### src/rtl/prd_pkg.sv
package prd_pkg;

  typedef enum logic [1:0] {
    ERR_NONE     = 2'd0,
    ERR_OVERFLOW = 2'd1,
    ERR_EMPTY    = 2'd2,
    ERR_ODD      = 2'd3
  } err_e;

  typedef enum logic [2:0] {
    ST_IDLE,
    ST_ADDR,
    ST_CNT,
    ST_DRAIN,
    ST_FIN
  } state_e;

  localparam logic [16:0] WINDOW_BYTES = 17'h10000;
  localparam logic [16:0] HALF_WINDOW  = 17'h08000;

endpackage

### src/rtl/prd_chunk_calc.sv
module prd_chunk_calc import prd_pkg::*; #(
  parameter int LEN_W = 32
) (
  input  logic [15:0]      addr_lo,
  input  logic [LEN_W-1:0] len,
  output logic [16:0]      chunk
);
  localparam int CMP_W = (LEN_W > 17) ? LEN_W : 17;

  logic [16:0]      room;
  logic [CMP_W-1:0] room_x;
  logic [CMP_W-1:0] len_x;
  logic [16:0]      raw;

  always_comb begin
    // bytes left before the next 64 KB boundary
    room   = WINDOW_BYTES - {1'b0, addr_lo};
    room_x = CMP_W'(room);
    len_x  = CMP_W'(len);
    raw    = (len_x < room_x) ? 17'(len_x) : room;
    // a full window cannot be encoded; take half, the rest follows next
    chunk  = (raw == WINDOW_BYTES) ? HALF_WINDOW : raw;
  end
endmodule

### src/rtl/prd_word_fmt.sv
module prd_word_fmt (
  input  logic        is_cnt,
  input  logic        mark,
  input  logic [31:0] addr,
  input  logic [15:0] bytes,
  output logic [31:0] word
);
  always_comb begin
    if (is_cnt) word = {mark, 15'd0, bytes};
    else        word = addr;
  end
endmodule

### src/rtl/prd_table_builder.sv
module prd_table_builder import prd_pkg::*; #(
  parameter int CAP   = 256,
  parameter int LEN_W = 32
) (
  input  logic                       clk,
  input  logic                       rst_n,
  input  logic                       seg_valid,
  output logic                       seg_ready,
  input  logic [31:0]                seg_addr,
  input  logic [LEN_W-1:0]           seg_len,
  input  logic                       seg_last,
  output logic                       tbl_we,
  output logic [$clog2(CAP):0]       tbl_idx,
  output logic [31:0]                tbl_wdata,
  output logic                       done,
  output logic [$clog2(CAP+1)-1:0]   done_count,
  output logic [1:0]                 done_err
);
  localparam int ENT_W = $clog2(CAP);
  localparam int CNT_W = $clog2(CAP+1);

  state_e           st;
  logic [31:0]      cur_addr;
  logic [LEN_W-1:0] cur_len;
  logic             cur_last;
  logic [CNT_W-1:0] n_ent;
  err_e             err_q;
  logic [15:0]      last_bytes;

  logic [16:0]      chunk;
  logic             tbl_full;
  logic             seg_spent;
  logic [CNT_W-1:0] n_prev;
  err_e             final_err;
  logic             fmt_cnt;
  logic             fmt_mark;
  logic [15:0]      fmt_bytes;

  prd_chunk_calc #(.LEN_W(LEN_W)) u_chunk (
    .addr_lo (cur_addr[15:0]),
    .len     (cur_len),
    .chunk   (chunk)
  );

  prd_word_fmt u_fmt (
    .is_cnt (fmt_cnt),
    .mark   (fmt_mark),
    .addr   (cur_addr),
    .bytes  (fmt_bytes),
    .word   (tbl_wdata)
  );

  always_comb begin
    tbl_full  = (n_ent == CNT_W'(CAP));
    seg_spent = (LEN_W'(chunk) == cur_len);
    n_prev    = n_ent - 1'b1;
    if (err_q != ERR_NONE)      final_err = err_q;
    else if (n_ent == '0)       final_err = ERR_EMPTY;
    else                        final_err = ERR_NONE;
  end

  always_comb begin
    seg_ready  = (st == ST_IDLE) || (st == ST_DRAIN);
    tbl_we     = 1'b0;
    tbl_idx    = '0;
    fmt_cnt    = 1'b0;
    fmt_mark   = 1'b0;
    fmt_bytes  = chunk[15:0];
    done       = 1'b0;
    done_count = '0;
    done_err   = ERR_NONE;
    unique case (st)
      ST_ADDR: begin
        tbl_we  = !tbl_full;
        tbl_idx = {n_ent[ENT_W-1:0], 1'b0};
      end
      ST_CNT: begin
        tbl_we  = 1'b1;
        tbl_idx = {n_ent[ENT_W-1:0], 1'b1};
        fmt_cnt = 1'b1;
      end
      ST_FIN: begin
        // rewrite the final count word with the end-of-table flag
        tbl_we     = (final_err == ERR_NONE);
        tbl_idx    = {n_prev[ENT_W-1:0], 1'b1};
        fmt_cnt    = 1'b1;
        fmt_mark   = 1'b1;
        fmt_bytes  = last_bytes;
        done       = 1'b1;
        done_err   = final_err;
        done_count = (final_err == ERR_NONE) ? n_ent : '0;
      end
      default: ;
    endcase
  end

  always_ff @(posedge clk) begin
    if (!rst_n) begin
      st         <= ST_IDLE;
      cur_addr   <= '0;
      cur_len    <= '0;
      cur_last   <= 1'b0;
      n_ent      <= '0;
      err_q      <= ERR_NONE;
      last_bytes <= '0;
    end else begin
      unique case (st)
        ST_IDLE: begin
          if (seg_valid) begin
            cur_addr <= seg_addr;
            cur_len  <= seg_len;
            cur_last <= seg_last;
            if (seg_len[0]) begin
              err_q <= ERR_ODD;
              st    <= seg_last ? ST_FIN : ST_DRAIN;
            end else if (seg_len == '0) begin
              st    <= seg_last ? ST_FIN : ST_IDLE;
            end else begin
              st    <= ST_ADDR;
            end
          end
        end
        ST_ADDR: begin
          if (tbl_full) begin
            err_q <= ERR_OVERFLOW;
            st    <= cur_last ? ST_FIN : ST_DRAIN;
          end else begin
            st    <= ST_CNT;
          end
        end
        ST_CNT: begin
          n_ent      <= n_ent + 1'b1;
          last_bytes <= chunk[15:0];
          cur_addr   <= cur_addr + 32'(chunk);
          cur_len    <= cur_len - LEN_W'(chunk);
          if (seg_spent) st <= cur_last ? ST_FIN : ST_IDLE;
          else           st <= ST_ADDR;
        end
        ST_DRAIN: begin
          if (seg_valid && seg_last) st <= ST_FIN;
        end
        ST_FIN: begin
          n_ent <= '0;
          err_q <= ERR_NONE;
          st    <= ST_IDLE;
        end
        default: st <= ST_IDLE;
      endcase
    end
  end
endmodule

### config.mk
export PLATFORM = sky130hd
export DESIGN_NAME = prd_table_builder
export DESIGN_NICKNAME = d
export VERILOG_FILES = /design/src/rtl/prd_pkg.sv /design/src/rtl/prd_chunk_calc.sv /design/src/rtl/prd_word_fmt.sv /design/src/rtl/prd_table_builder.sv
export SDC_FILE = /design/constraint.sdc
export NUM_CORES = 1
export LEC_CHECK = 0
export ABC_AREA = 0
export BUFFER_PORTS_ARGS = -buffer_cell sky130_fd_sc_hd__buf_4
export CORE_MARGIN = 2
export CORE_UTILIZATION = 42
export CTS_CLUSTER_DIAMETER = 40
export CTS_CLUSTER_SIZE = 16
export DETAILED_ROUTE_END_ITERATION = 16
export HOLD_SLACK_MARGIN = 0.12
export PLACE_DENSITY_LB_ADDON = 0.25
export SYNTH_ARGS = -nofsm -noshare
export SYNTH_HDL_FRONTEND = slang
export SYNTH_HIERARCHICAL = 1
export SYNTH_SLANG_ARGS = --single-unit
### constraint.sdc
create_clock -name clk -period 12.88 [get_ports clk]
set_input_delay 0 -clock clk [delete_from_list [all_inputs] [get_ports clk]]
set_output_delay 0 -clock clk [all_outputs]
set_load 0.05 [all_outputs]
## Word-level counts from Yosys, hierarchy flattened

Index checks and enable logic that the tools add are counted.

| word-level totals | value |
|---|---|
| register bits | 95 |
| output and inout port bits | 55 |
| input port bits | 68 |

| operators by class | value |
|---|---|
| magnitude comparators | 1 |
| reductions and logical operators | 16 |
| multiplexer cells | 33 |
| add/subtract/negate cells | 5 |
| equality and inequality tests | 11 |

Operator list:

| kind | count |
|---|---|
| 32-bit one-hot mux with 2 select lines | 2 |
| 32-bit 2-to-1 mux | 3 |
| 17-bit 2-to-1 mux | 2 |
| 32-bit by 17-bit adder with 32-bit output | 1 |
| 17-bit by 32-bit == test with 1-bit output | 1 |
| 32-bit logical NOT | 1 |
| 32-bit by 17-bit < comparator with 1-bit output | 1 |
| 32-bit by 17-bit subtractor with 32-bit output | 1 |
| 3-bit 2-to-1 mux | 10 |
| 9-bit one-hot mux with 3 select lines | 1 |
| 9-bit 2-to-1 mux | 2 |
| 9-bit one-hot mux with 2 select lines | 1 |
| 17-bit == test (second input constant) | 1 |
| 17-bit by 16-bit subtractor with 17-bit output (first input constant) | 1 |
| 16-bit 2-to-1 mux | 1 |
| 2-bit 2-to-1 mux | 6 |
| 3-bit one-hot mux with 4 select lines | 1 |
| 9-bit by 1-bit adder with 9-bit output (second input constant) | 1 |
| 9-bit == test (second input constant) | 1 |
| 9-bit logical NOT | 1 |
| 8-bit by 1-bit subtractor with 8-bit output (second input constant) | 1 |
| 3-bit by 2-bit == test with 1-bit output (second input constant) | 2 |
| 2-bit inequality test (second input constant) | 3 |
| 2-bit one-hot mux with 3 select lines | 1 |
| 15 further kinds | 20 |

## Logic depth before layout (Yosys ltp)

Gate-level depths: netlist of the first run.

| depth | value |
|---|---|
| word-level depth | 8 |
| depth in mapped cells | 25 |

## Hierarchy

The synthesis of the first run kept the hierarchy.

By module, submodules not included:

| module | area each (µm²) | seq. area each (µm²) | times used | cells an instance |
|---|---|---|---|---|
| prd_table_builder | 6819.0 | 1901.8 | 1 | 933 |
| prd_chunk_calc | 1161.1 | 0.0 | 1 | 163 |
| prd_word_fmt | 312.8 | 0.0 | 1 | 35 |

## Least setup slack after synthesis of the first run

No wires, ideal clock.

| path | value |
|---|---|
| kind | register to register |
| from | register cur_addr[3] |
| to | register cur_len[20] |
| data required time | 12.806 ns |
| library setup time | 0.074 ns |
| clock period less this slack | 5.292 ns |
| stages on the path, launching flop included | 23 |
| path buffers | 2 |
| arrival time | 5.218 ns |
| slack | 7.588 ns |
| path through | dfxtp_1 > buf_2 > nor3_1 > nand3_1 > or3_1 > xnor2_1 > ha_1 > a211oi_1 > nor2_1 > or3_1 > a31oi_1 > a21oi_2 > buf_2 > mux2i_1 > inv_1 > ha_1 > and3_2 > a221oi_2 > o21a_1 > o21ai_2 > a311o_1 > or3_1 > a31oi_1 |

| between the ends | value |
|---|---|
| cells in the longest elaborated chain, start to end | 7 |

Ends and longest elaborated chain:

| item | line | text |
|---|---|---|
| start, declared | prd_table_builder.sv:23 | `logic [31:0] cur_addr;` |
| start signal, assigned | prd_table_builder.sv:110 | `cur_addr <= seg_addr;` |
| start signal, assigned | prd_table_builder.sv:134 | `cur_addr <= cur_addr + 32'(chunk);` |
| 17-bit by 16-bit subtractor with 17-bit output (*) | prd_chunk_calc.sv:17 | `room = WINDOW_BYTES - {1'b0, addr_lo};` |
| 32-bit by 17-bit < comparator with 1-bit output | prd_chunk_calc.sv:20 | `raw = (len_x < room_x) ? 17'(len_x) : room;` |
| 17-bit 2-to-1 mux (*) | prd_chunk_calc.sv:20 |  |
| 17-bit == test | prd_chunk_calc.sv:22 | `chunk = (raw == WINDOW_BYTES) ? HALF_WINDOW : raw;` |
| 17-bit 2-to-1 mux (*) | prd_chunk_calc.sv:22 |  |
| via chunk[5] | prd_table_builder.sv:30 | `logic [16:0] chunk;` |
| 32-bit by 17-bit subtractor with 32-bit output (*) | prd_table_builder.sv:135 | `cur_len <= cur_len - LEN_W'(chunk);` |
| 32-bit one-hot mux with 2 select lines (*) | prd_table_builder.sv:107 | `unique case (st)` |
| end signal, assigned | prd_table_builder.sv:111 | `cur_len <= seg_len;` |
| end signal, assigned | prd_table_builder.sv:135 |  |
| end, declared | prd_table_builder.sv:24 | `logic [LEN_W-1:0] cur_len;` |

Mark *: on every way through the listed nets, which the timed path passes. The rest lies on a longest branch.
A chain may end at the register's enable or synchronous reset.

## Worst setup path in the final report of the first run

| path | value |
|---|---|
| from | register cur_addr[0] |
| to | register cur_addr[22] |

| between the ends | value |
|---|---|
| cells in the longest elaborated chain, start to end | 7 |

Ends and longest elaborated chain:

| item | line |
|---|---|
| 17-bit by 16-bit subtractor with 17-bit output (*) | prd_chunk_calc.sv:17 |
| 32-bit by 17-bit < comparator with 1-bit output | prd_chunk_calc.sv:20 |
| 17-bit 2-to-1 mux (*) | prd_chunk_calc.sv:20 |
| 17-bit == test | prd_chunk_calc.sv:22 |
| 17-bit 2-to-1 mux (*) | prd_chunk_calc.sv:22 |
| via chunk[0] | prd_table_builder.sv:30 |
| 32-bit by 17-bit adder with 32-bit output (*) | prd_table_builder.sv:134 |
| 32-bit one-hot mux with 2 select lines (*) | prd_table_builder.sv:107 |

Marks and branches as above.

==> flow_metrics.py, run 1 <==
metrics = {
    "finish": {
        "utilization": 0.539,
        "seq_area_um2": 1900,
        "nets": 1415,
        "final.fill_count": 1924,
        "final_common_cell": "nand2_1",
        "fin_cells": 1559,
        "areaGrowthSynthToFinish_pct": 26.0,
        "num_antenna_cells": 0,
        "design_area_um2": 10500,
        "drive_above_1_share": 0.153,
        "multi_input_area_um2": 5950,
        "final_cell_mix": "168 x nand2_1, 131 x buf_4, 98 x a21oi_1",
    },
    "route": {
        "drc": 0,
        "drt_iter0_drc": 665,
        "wl_per_cell_um": 17.6,
        "antenna_left": 0,
        "finalWirelength_um": 27400,
        "routed_via_density": 5.78,
        "vias": 9015,
        "firstDrtPassIters": 7,
    },
    "sta": {
        "setup_tns_ns": 0,
        "rsz0062_at_grt": "no",
        "max_freq_mhz": 149,
        "layout_min_cycle_time_ns": 6.72,
        "worstMarginPinSlew_ns": 1.17,
        "setup_viol_count_final": 0,
        "finalHoldViolations": 0,
        "slew_violations": 0,
        "final.setup.worst_slack_ns": 6.16,
        "clock_skew_ns": 0.0106,
        "timing.slew.headroom": 0.218,
        "hold_ws_ns": 0.149,
        "post-route-period-util": 0.521,
    },
    "clock_tree": {
        "clk_pin_slew_ns": 0.07,
        "clock_sinks": 95,
        "post_cts.repair.setup_buffers": 0,
        "clk_latency_ns": 0.35,
        "cts_root_buffer": "clkbuf_16",
        "clk_path_buf_depth": 2,
        "cts_buffers": 9,
        "cts_tree": "built",
        "htree_levels": 3,
    },
    "synth": {
        "synth_edf_count": 0,
        "synth-seq-cells": 95,
        "avgSynthCellArea_um2": 7.33,
        "synthFlopType": "dfxtp_1",
        "synth_fp_nets": 1255,
        "synthDistinctLibCells": 74,
        "yosys.area.top_type_share": 0.229,
        "async_flop_share": 0,
        "synth_area_leaders": "dfxtp_1 23%, ha_1 8.1%, nand2_1 7.6%, a21oi_1 5.9%, o21ai_0 3.9%",
        "syn_inst": 1131,
        "yosysTopAreaCell": "dfxtp_1",
        "synth_warnings": 6,
        "syn_area_um2": 8290,
        "synth_seq_area_share": 0.229,
    },
    "status": {
        "status": "finished, final reports clean",
    },
    "global_route": {
        "first_global_vias": 8510,
        "grt_use_total": 0.265,
        "grt_pass1_wl_um": 44200,
        "grt_max_degree": 76,
        "grt-ovfl-total": 0,
        "antenna_found_initial": 0,
    },
    "floorplan": {
        "core_area_um2": 19400,
        "boundaryPins": 123,
        "start_util": 0.428,
        "die_area_um2": 20900,
        "rows": 51,
        "die_w_um": 145,
        "die_y_um": 145,
    },
    "placed_design": {
        "place_area_um2": 9360,
        "port-buffer-count": 122,
        "dpl.cell_count": 1465,
        "post-place-ws_ns": 6.60,
        "place_hpwl_um": 19400,
        "routabilityCongestion": 0.961,
    },
    "worst_setup_path": {
        "endpoint_kind": "flip-flop",
        "cp.arrival_ns": 6.96,
        "critPathLaunchType": "flip-flop",
        "critPathBufInv": 2,
        "critPathKind": "flip-flop to flip-flop",
        "critPathTopFamily": "compound AO/OA/AOI/OAI gates",
        "cp_cell_sequence": "inv_1, ha_1, nor2b_1, nand3_1, or2_2, xnor2_1, ha_1, nand4_1, a31oi_1, o21ai_0, a21oi_2, mux2_2, ha_1, fa_1, a21o_1, a21boi_0, o21a_1, a211oi_1, a41o_2, nand4_1, or3_1, nand3_1, dlygate4sd3_1",
        "path_max_fanout": 17,
        "slowest_delay_ns": 0.93,
        "cp_common_cell": "ha_1",
        "worstPathRequired_ns": 13.12,
        "cp_slowest_cell": "a21oi_2",
    },
    "power_and_ir_drop": {
        "powerDensity_nw_per_um2": 152,
        "p_total_mw": 1.59,
        "power.leakage_nw": 4.29,
        "ir_drop_uv": 83.5,
    },
    "flow_run": {
        "maxCapViolCount": 0,
    },
    "min_path": {
        "hp-class": "input port to flip-flop",
    },
}
[where the power goes]
group	total, mW	internal (mW)	switching, mW
Clock	0.276	0.154	0.122
Combinational	0.935	0.364	0.571
Sequential	0.380	0.326	0.0539
Total	1.59	0.844	0.747
[routing by layer]
layer / track usage / vias up / wire (µm)
met4: 0.0726 / 0 / 502
met3: 0.0377 / 43 / 1690
met2: 0.441 / 319 / 12800
met5: 0 / - / 0
li1: - / 4465 / -
met1: 0.359 / 4188 / 12400
[worst register-to-register path, stage by stage, from the launching register on]
cell	delay, ns
dfxtp_1	0.37
inv_1	0.12
ha_1	0.24
nor2b_1	0.22
nand3_1	0.25
or2_2	0.38
xnor2_1	0.15
ha_1	0.31
nand4_1	0.13
a31oi_1	0.18
o21ai_0	0.12
a21oi_2	0.93
mux2_2	0.49
ha_1	0.23
fa_1	0.41
a21o_1	0.19
a21boi_0	0.28
o21a_1	0.26
a211oi_1	0.14
a41o_2	0.35
nand4_1	0.13
or3_1	0.11
nand3_1	0.07
dlygate4sd3_1	0.56
[cells in the mapped netlist, drive strengths merged (11+ instances only)]
| cell | n |
|---|---|
| nand2 | 169 |
| a21oi | 99 |
| dfxtp | 95 |
| nor2 | 78 |
| o21ai | 69 |
| ha | 54 |
| inv | 52 |
| clkbuf | 50 |
| nand3 | 35 |
| xnor2 | 34 |
| mux2 | 27 |
| nor4 | 26 |
| or3 | 23 |
| nor2b | 22 |
| nor3 | 20 |
| a311oi | 18 |
| and2 | 16 |
| mux2i | 16 |
| nand4 | 16 |
| xor2 | 16 |
| o211ai | 14 |
| a211oi | 13 |
| a21o | 13 |
| a22oi | 13 |
| a31oi | 12 |
| buf | 12 |
| o22ai | 11 |
[worst paths after layout]
path	from	end	slack, ns	cells after the start
hold / removal	seg_addr[23]	cur_addr[23]$_SDFFE_PN0P_	0.15	7
setup reg to reg	cur_addr[0]$_SDFFE_PN0P_	cur_addr[22]$_SDFFE_PN0P_	6.16	23
hold reg to reg	last_bytes[6]$_SDFFE_PN0P_	last_bytes[6]$_SDFFE_PN0P_	0.46	2
setup / recovery	cur_addr[0]$_SDFFE_PN0P_	cur_addr[22]$_SDFFE_PN0P_	6.16	23
[timing repair]
action                    in CTS  in global routing
resized for setup              0                  0
hold buffers                  80                  0
hold endpoints to repair      69                  0
[cells by family after synthesis]
group / Yosys count / synth area share
DFF: 95 / 0.229
AOI/OAI and AO/OA: 325 / 0.259
adders and majority gates: 56 / 0.0863
and+or+nand+nor: 448 / 0.262
buffers and inverters: 114 / 0.0546
muxes: 43 / 0.0560
xor gates and xnor gates: 50 / 0.0528
[layout make-up]
cell class / count / share of cell area
multi-input cells: 922 / 0.569
flip-flops and latches: 95 / 0.182
repair buffers: 211 / 0.171
well taps: 265 / 0.0317
clock buffers: 11 / 0.0232
inverters: 52 / 0.0187
clock inverters: 3 / 0.00431
[sequential cells by signal, indices dropped and copies added (netlist names)]
register / flops
cur_addr: 32
n_ent: 9
last_bytes: 16
st: 3
err_q: 2
cur_len: 32
cur_last: 1
(Power assumes the default switching activity.)
==> inputs of run 2 (changes only) <==
==> constraint.sdc (replaced) <==
create_clock -name clk -period 5.95 [get_ports clk]
set_input_delay 0 -clock clk [delete_from_list [all_inputs] [get_ports clk]]
set_output_delay 0 -clock clk [all_outputs]
set_load 0.05 [all_outputs]
==> run 2 against run 1 <==
- critical path depth down 3
- fmax up 16%
- largest cell class unchanged
- first-iteration DRC count up 5.0%
- clock skew down 0.0018 ns
- global-route usage up 0.60 points
- sequential share of layout area down 0.55 points
- flip-flop and latch count unchanged
- non-clock buffer count up 24
- largest power group unchanged
- count of clock-buffer cells in the layout down 1
==> flow_metrics.py, run 2 (same netlist as run 1, synthesis figures left out) <==
metrics = {
    "route": {
        "firstDrtPassIters": 5,
        "drc": 0,
        "antenna_left": 0,
        "routed_via_density": 5.86,
        "wl_per_cell_um": 17.9,
        "drt_iter0_drc": 698,
        "finalWirelength_um": 28500,
        "vias": 9293,
    },
    "power_and_ir_drop": {
        "power.leakage_nw": 4.40,
        "ir_drop_uv": 170,
        "powerDensity_nw_per_um2": 333,
    },
    "worst_setup_path": {
        "path_max_fanout": 7,
        "slowest_delay_ns": 0.45,
        "critPathTopFamily": "simple AND/OR/NAND/NOR gates",
        "critPathLaunchType": "flip-flop",
        "cp_slowest_cell": "or3_4",
        "critPathKind": "flip-flop to flip-flop",
        "cp.arrival_ns": 6.05,
        "worstPathRequired_ns": 6.24,
        "critPathBufInv": 2,
        "cp_cell_sequence": "or3_4, or3_1, nor3_2, inv_1, ha_1, nor4_1, nand4_1, or3_4, a31oi_4, a21oi_4, mux2_2, inv_1, fa_1, a21o_1, a221oi_4, o21a_1, o21ai_2, a311o_1, or3_1, a31oi_1",
        "r2r_start": "cur_addr[13]$_SDFFE_PN0P_",
        "crit_path_start": "cur_addr[13]$_SDFFE_PN0P_",
        "endpoint_kind": "flip-flop",
    },
    "clock_tree": {
        "cts_root_buffer": "clkbuf_16",
        "cts_buffers": 9,
        "clock_sinks": 95,
        "cts_tree": "built",
        "htree_levels": 3,
        "clk_path_buf_depth": 2,
        "clk_pin_slew_ns": 0.07,
        "clk_latency_ns": 0.37,
    },
    "sta": {
        "layout_min_cycle_time_ns": 5.77,
        "slew_violations": 0,
        "clock_skew_ns": 0.00877,
        "setup_viol_count_final": 0,
        "timing.slew.headroom": 0.298,
        "post-route-period-util": 0.969,
        "finalHoldViolations": 0,
        "worstMarginPinSlew_ns": 1.04,
        "hold_ws_ns": 0.142,
        "max_freq_mhz": 173,
        "setup_tns_ns": 0,
    },
    "finish": {
        "top_regs": "cur_addr (32), cur_len (32), last_bytes (16)",
        "seq_area_um2": 1900,
        "nets": 1440,
        "final.fill_count": 1886,
        "final_common_cell": "nand2_1",
        "final_cell_mix": "168 x nand2_1, 155 x buf_4, 97 x a21oi_1",
        "num_antenna_cells": 0,
        "areaGrowthSynthToFinish_pct": 30.1,
        "utilization": 0.556,
        "fin_cells": 1586,
        "design_area_um2": 10800,
        "drive_above_1_share": 0.188,
        "multi_input_area_um2": 6100,
    },
    "floorplan": {
        "die_y_um": 145,
        "die_w_um": 145,
        "boundaryPins": 123,
        "start_util": 0.428,
        "die_area_um2": 20900,
        "rows": 51,
        "core_area_um2": 19400,
    },
    "placed_design": {
        "place_hpwl_um": 20000,
        "dpl.cell_count": 1487,
        "port-buffer-count": 122,
        "routabilityCongestion": 0.917,
        "place_area_um2": 9530,
    },
    "min_path": {
        "hp-class": "input port to flip-flop",
        "min_from": "seg_addr[23]",
    },
    "global_route": {
        "grt_pass1_wl_um": 44900,
        "first_global_vias": 8621,
        "grt_max_degree": 77,
        "grt_use_total": 0.271,
        "antenna_found_initial": 0,
        "grt-ovfl-total": 0,
    },
    "status": {
        "status": "finished, final reports clean",
    },
    "flow_run": {
        "maxCapViolCount": 0,
    },
}
run 2: cell types whose count changed in the layout (fill, tap and decap cells not counted), sizes merged:
cell / delta
buf: +24
a21oi: +1
inv: +1
clkinvlp: +1
clkbuf: -1
clkinv: +1
run 2: worst paths after layout:
kind | endpoint | slack [ns] | depth (start not counted)
max | cur_len[20]$_SDFFE_PN0P_ | 0.18 | 20
min | cur_addr[23]$_SDFFE_PN0P_ | 0.14 | 7
max reg2reg | cur_len[20]$_SDFFE_PN0P_ | 0.18 | 20
min reg2reg | last_bytes[12]$_SDFFE_PN0P_ | 0.46 | 2
run 2: layout make-up:
class / count / share of cell area
sequential: 95 / 0.176
tap: 265 / 0.0307
timing repair buffer: 235 / 0.182
inverter: 52 / 0.0181
clock inverter: 6 / 0.00649
multi-input combinational: 923 / 0.565
clock buffer: 10 / 0.0212
run 2: per-layer routing:
layer / track usage / routed length, µm / up-vias
li1: - / - / 4508
met1: 0.364 / 12800 / 4339
met2: 0.444 / 13100 / 393
met3: 0.0331 / 1730 / 53
met4: 0.106 / 806 / 0
met5: 0 / 0 / -
run 2: repair_timing:
| action | 4_1_cts | 5_1_grt |
|---|---|---|
| buffers inserted | 1 | 1 |
| endpoints found under the setup margin | 9 | 28 |
| gates resized for setup | 4 | 28 |
| hold endpoints to repair | 69 | 0 |
| pin swaps | 1 | 3 |
| hold buffers | 80 | 0 |
| gates cloned | 0 | 1 |
run 2: power by group:
group          leakage (nW)  internal, mW  switching (mW)
logic                  3.48         0.869            1.31
clock network         0.135         0.329           0.285
registers             0.780         0.706          0.0953
total                  4.40          1.90            1.69
run 2: worst register-to-register path: cells and delay by family (launching register included):
family                   cells  cell delay (ns)
AO/OA/AOI/OAI                8             1.82
buffers and inverters        2             0.20
AND/OR/NAND/NOR              7             2.30
adder cells (fa/ha/maj)      2             0.67
flip-flops                   1             0.37
multiplexers                 1             0.34
run 2: metrics by stage:
step | setup WS, ns | total power, mW
finish | 0.182 | 3.60
global route | -0.0177 | 3.82
CTS | 0.0709 | 3.51
detailed placement | -0.0853 | 2.82
global placement | 0.0145 | 2.82
floorplan | 0.658 | 2.28
==> inputs of run 3 (changes only) <==
--- a/config.mk
+++ b/config.mk
@@ -7,6 +7,7 @@
 export LEC_CHECK = 0
 export ABC_AREA = 0
 export BUFFER_PORTS_ARGS = -buffer_cell sky130_fd_sc_hd__buf_4
+export CORE_ASPECT_RATIO = 1.1
 export CORE_MARGIN = 2
 export CORE_UTILIZATION = 42
 export CTS_CLUSTER_DIAMETER = 40
==> run 3 against run 2 <==
- sequential share of layout area barely moved
- count of clock-buffer cells in the layout rose by 2
- design area fell by 0.34%
- routed wire length rose by 0.71%
- register-to-register slack got worse by 0.03 ns
- critical path depth rose by 2
- worst hold slack got worse by 0.0038 ns
- non-clock buffer count rose by 5
- critical path type unchanged
- highest routed layer unchanged
==> flow_metrics.py, run 3 (same netlist as run 1, synthesis figures left out) <==
metrics = {
    "global_route": {
        "antenna_found_initial": 0,
        "grt_use_total": 0.273,
        "grt_max_degree": 77,
        "grt-ovfl-total": 0,
        "first_global_vias": 8624,
        "grt_pass1_wl_um": 44800,
    },
    "worst_setup_path": {
        "critPathLaunchType": "flip-flop",
        "worstPathRequired_ns": 6.23,
        "r2r_cells": 22,
        "path_max_fanout": 6,
        "r2r-end": "cur_addr[18]$_SDFFE_PN0P_",
        "r2r_start": "cur_addr[11]$_SDFFE_PN0P_",
        "reg2reg_slack_ns": 0.16,
        "critPathKind": "flip-flop to flip-flop",
        "endpoint_kind": "flip-flop",
        "crit_path_start": "cur_addr[11]$_SDFFE_PN0P_",
        "cp.arrival_ns": 6.08,
    },
    "sta": {
        "worstMarginPinSlew_ns": 1.24,
        "timing.slew.headroom": 0.167,
        "post-route-period-util": 0.974,
        "slew_violations": 0,
        "finalHoldViolations": 0,
        "max_freq_mhz": 173,
        "setup_viol_count_final": 0,
        "clock_skew_ns": 0.00553,
        "layout_min_cycle_time_ns": 5.79,
    },
    "power_and_ir_drop": {
        "p_int_mw": 1.93,
        "p_seq_frac": 0.222,
        "power.leakage_nw": 4.46,
        "ir_drop_uv": 207,
        "p_clk_frac": 0.173,
        "powerDensity_nw_per_um2": 334,
        "swShare": 0.463,
        "p_sw_mw": 1.67,
        "combPwrFrac": 0.606,
    },
    "flow_run": {
        "maxCapViolCount": 0,
    },
    "route": {
        "drc": 0,
        "antenna_left": 0,
        "wl_per_cell_um": 18.2,
        "firstDrtPassIters": 7,
        "drt_iter0_drc": 770,
        "finalWirelength_um": 28700,
        "vias": 9234,
        "routed_via_density": 5.88,
    },
    "min_path": {
        "hp-class": "input port to flip-flop",
        "min_from": "seg_addr[23]",
        "hold_end": "cur_addr[23]$_SDFFE_PN0P_",
        "whs_path_depth": 7,
    },
    "finish": {
        "num_antenna_cells": 0,
        "design_area_um2": 10800,
        "areaGrowthSynthToFinish_pct": 29.7,
        "final_cell_mix": "168 x nand2_1, 161 x buf_4, 97 x a21oi_1",
        "top_regs": "cur_addr (32), cur_len (32), last_bytes (16)",
        "final_common_cell": "nand2_1",
        "final.fill_count": 1853,
        "fin_cells": 1571,
        "nets": 1445,
        "drive_above_1_share": 0.182,
    },
    "clock_tree": {
        "cts_buffers": 9,
        "htree_levels": 3,
        "clock_sinks": 95,
        "clk_latency_ns": 0.35,
        "cts_tree": "built",
        "clk_path_buf_depth": 2,
        "clk_pin_slew_ns": 0.07,
        "cts_root_buffer": "clkbuf_16",
    },
    "floorplan": {
        "die_y_um": 151,
        "boundaryPins": 123,
        "start_util": 0.431,
        "rows": 53,
        "die_area_um2": 20900,
        "die_w_um": 138,
        "core_area_um2": 19200,
    },
    "status": {
        "status": "finished, final reports clean",
    },
    "placed_design": {
        "dpl.cell_count": 1473,
        "place_area_um2": 9530,
        "routabilityCongestion": 0.947,
        "place_hpwl_um": 20400,
        "port-buffer-count": 122,
    },
}
## run 3: cell type report
class	instances	area [µm²]	share of cell area
multi-input combinational	923	6050	0.562
timing repair buffer	240	2000	0.186
sequential	95	1900	0.177
tap	247	309	0.0287
clock buffer	12	267	0.0248
inverter	52	195	0.0181
clock inverter	2	38.8	0.00361
## run 3: how the worst max path moves through the flow
stage / end / slack (ns) / depth (start not counted)
2_1_floorplan: cur_len[20]$_SDFFE_PN0P_ / 0.66 / 22
3_3_place_gp: cur_addr[30]$_SDFFE_PN0P_ / 0.16 / 22
3_5_place_dp: cur_addr[30]$_SDFFE_PN0P_ / 0.12 / 22
4_1_cts: cur_addr[30]$_SDFFE_PN0P_ / 0.09 / 22
5_1_grt: cur_addr[18]$_SDFFE_PN0P_ / -0.06 / 22
6_report: cur_addr[18]$_SDFFE_PN0P_ / 0.16 / 22
## run 3: routing by layer
layer	GRT usage	wire, µm	part of all wire
met1	0.354	12300	0.43
met4	0.103	956	0.033
met5	0	0	0
met2	0.460	14000	0.49
met3	0.0335	1410	0.049
## run 3: power by group through the flow
stage | Combinational (mW) | Sequential (mW) | Clock [mW]
global placement | 2.04 | 0.807 | 0
CTS | 2.10 | 0.794 | 0.627
finish | 2.18 | 0.797 | 0.621
global route | 2.37 | 0.808 | 0.650
floorplan | 1.49 | 0.789 | 0
detailed placement | 2.04 | 0.808 | 0
## run 3: metrics by stage
step            util  power (mW)  hold WS, ns  setup TNS (ns)  setup slack [ns]
6_report       0.559        3.60        0.138               0             0.155
5_1_grt        0.559        3.83        0.189          -0.155           -0.0564
4_1_cts        0.553        3.52        0.126               0            0.0864
3_5_place_dp   0.496        2.85        0.207               0             0.116
3_3_place_gp   0.496        2.84        0.203               0             0.157
2_1_floorplan      -        2.28        0.109               0             0.658
## run 3: critical path: stages (launching register included)
cell	delay, ns
dfxtp_1	0.33
or3_1	0.40
or3_1	0.39
nor3_2	0.17
inv_1	0.11
ha_1	0.24
nor4_1	0.29
nand4_1	0.24
or3_4	0.44
a31oi_4	0.21
a21oi_4	0.13
mux2_4	0.36
ha_1	0.22
fa_1	0.41
a21o_1	0.19
a21boi_0	0.19
buf_4	0.16
o21a_1	0.21
a211oi_2	0.13
a41o_2	0.35
nand3_1	0.10
mux2_2	0.33
a21oi_1	0.13
## run 3: repair_timing
item	CTS	global route
resized for setup	0	18
setup buffers	0	4
hold buffers	79	0
endpoints found under the hold margin	69	0
setup endpoints to repair	0	39
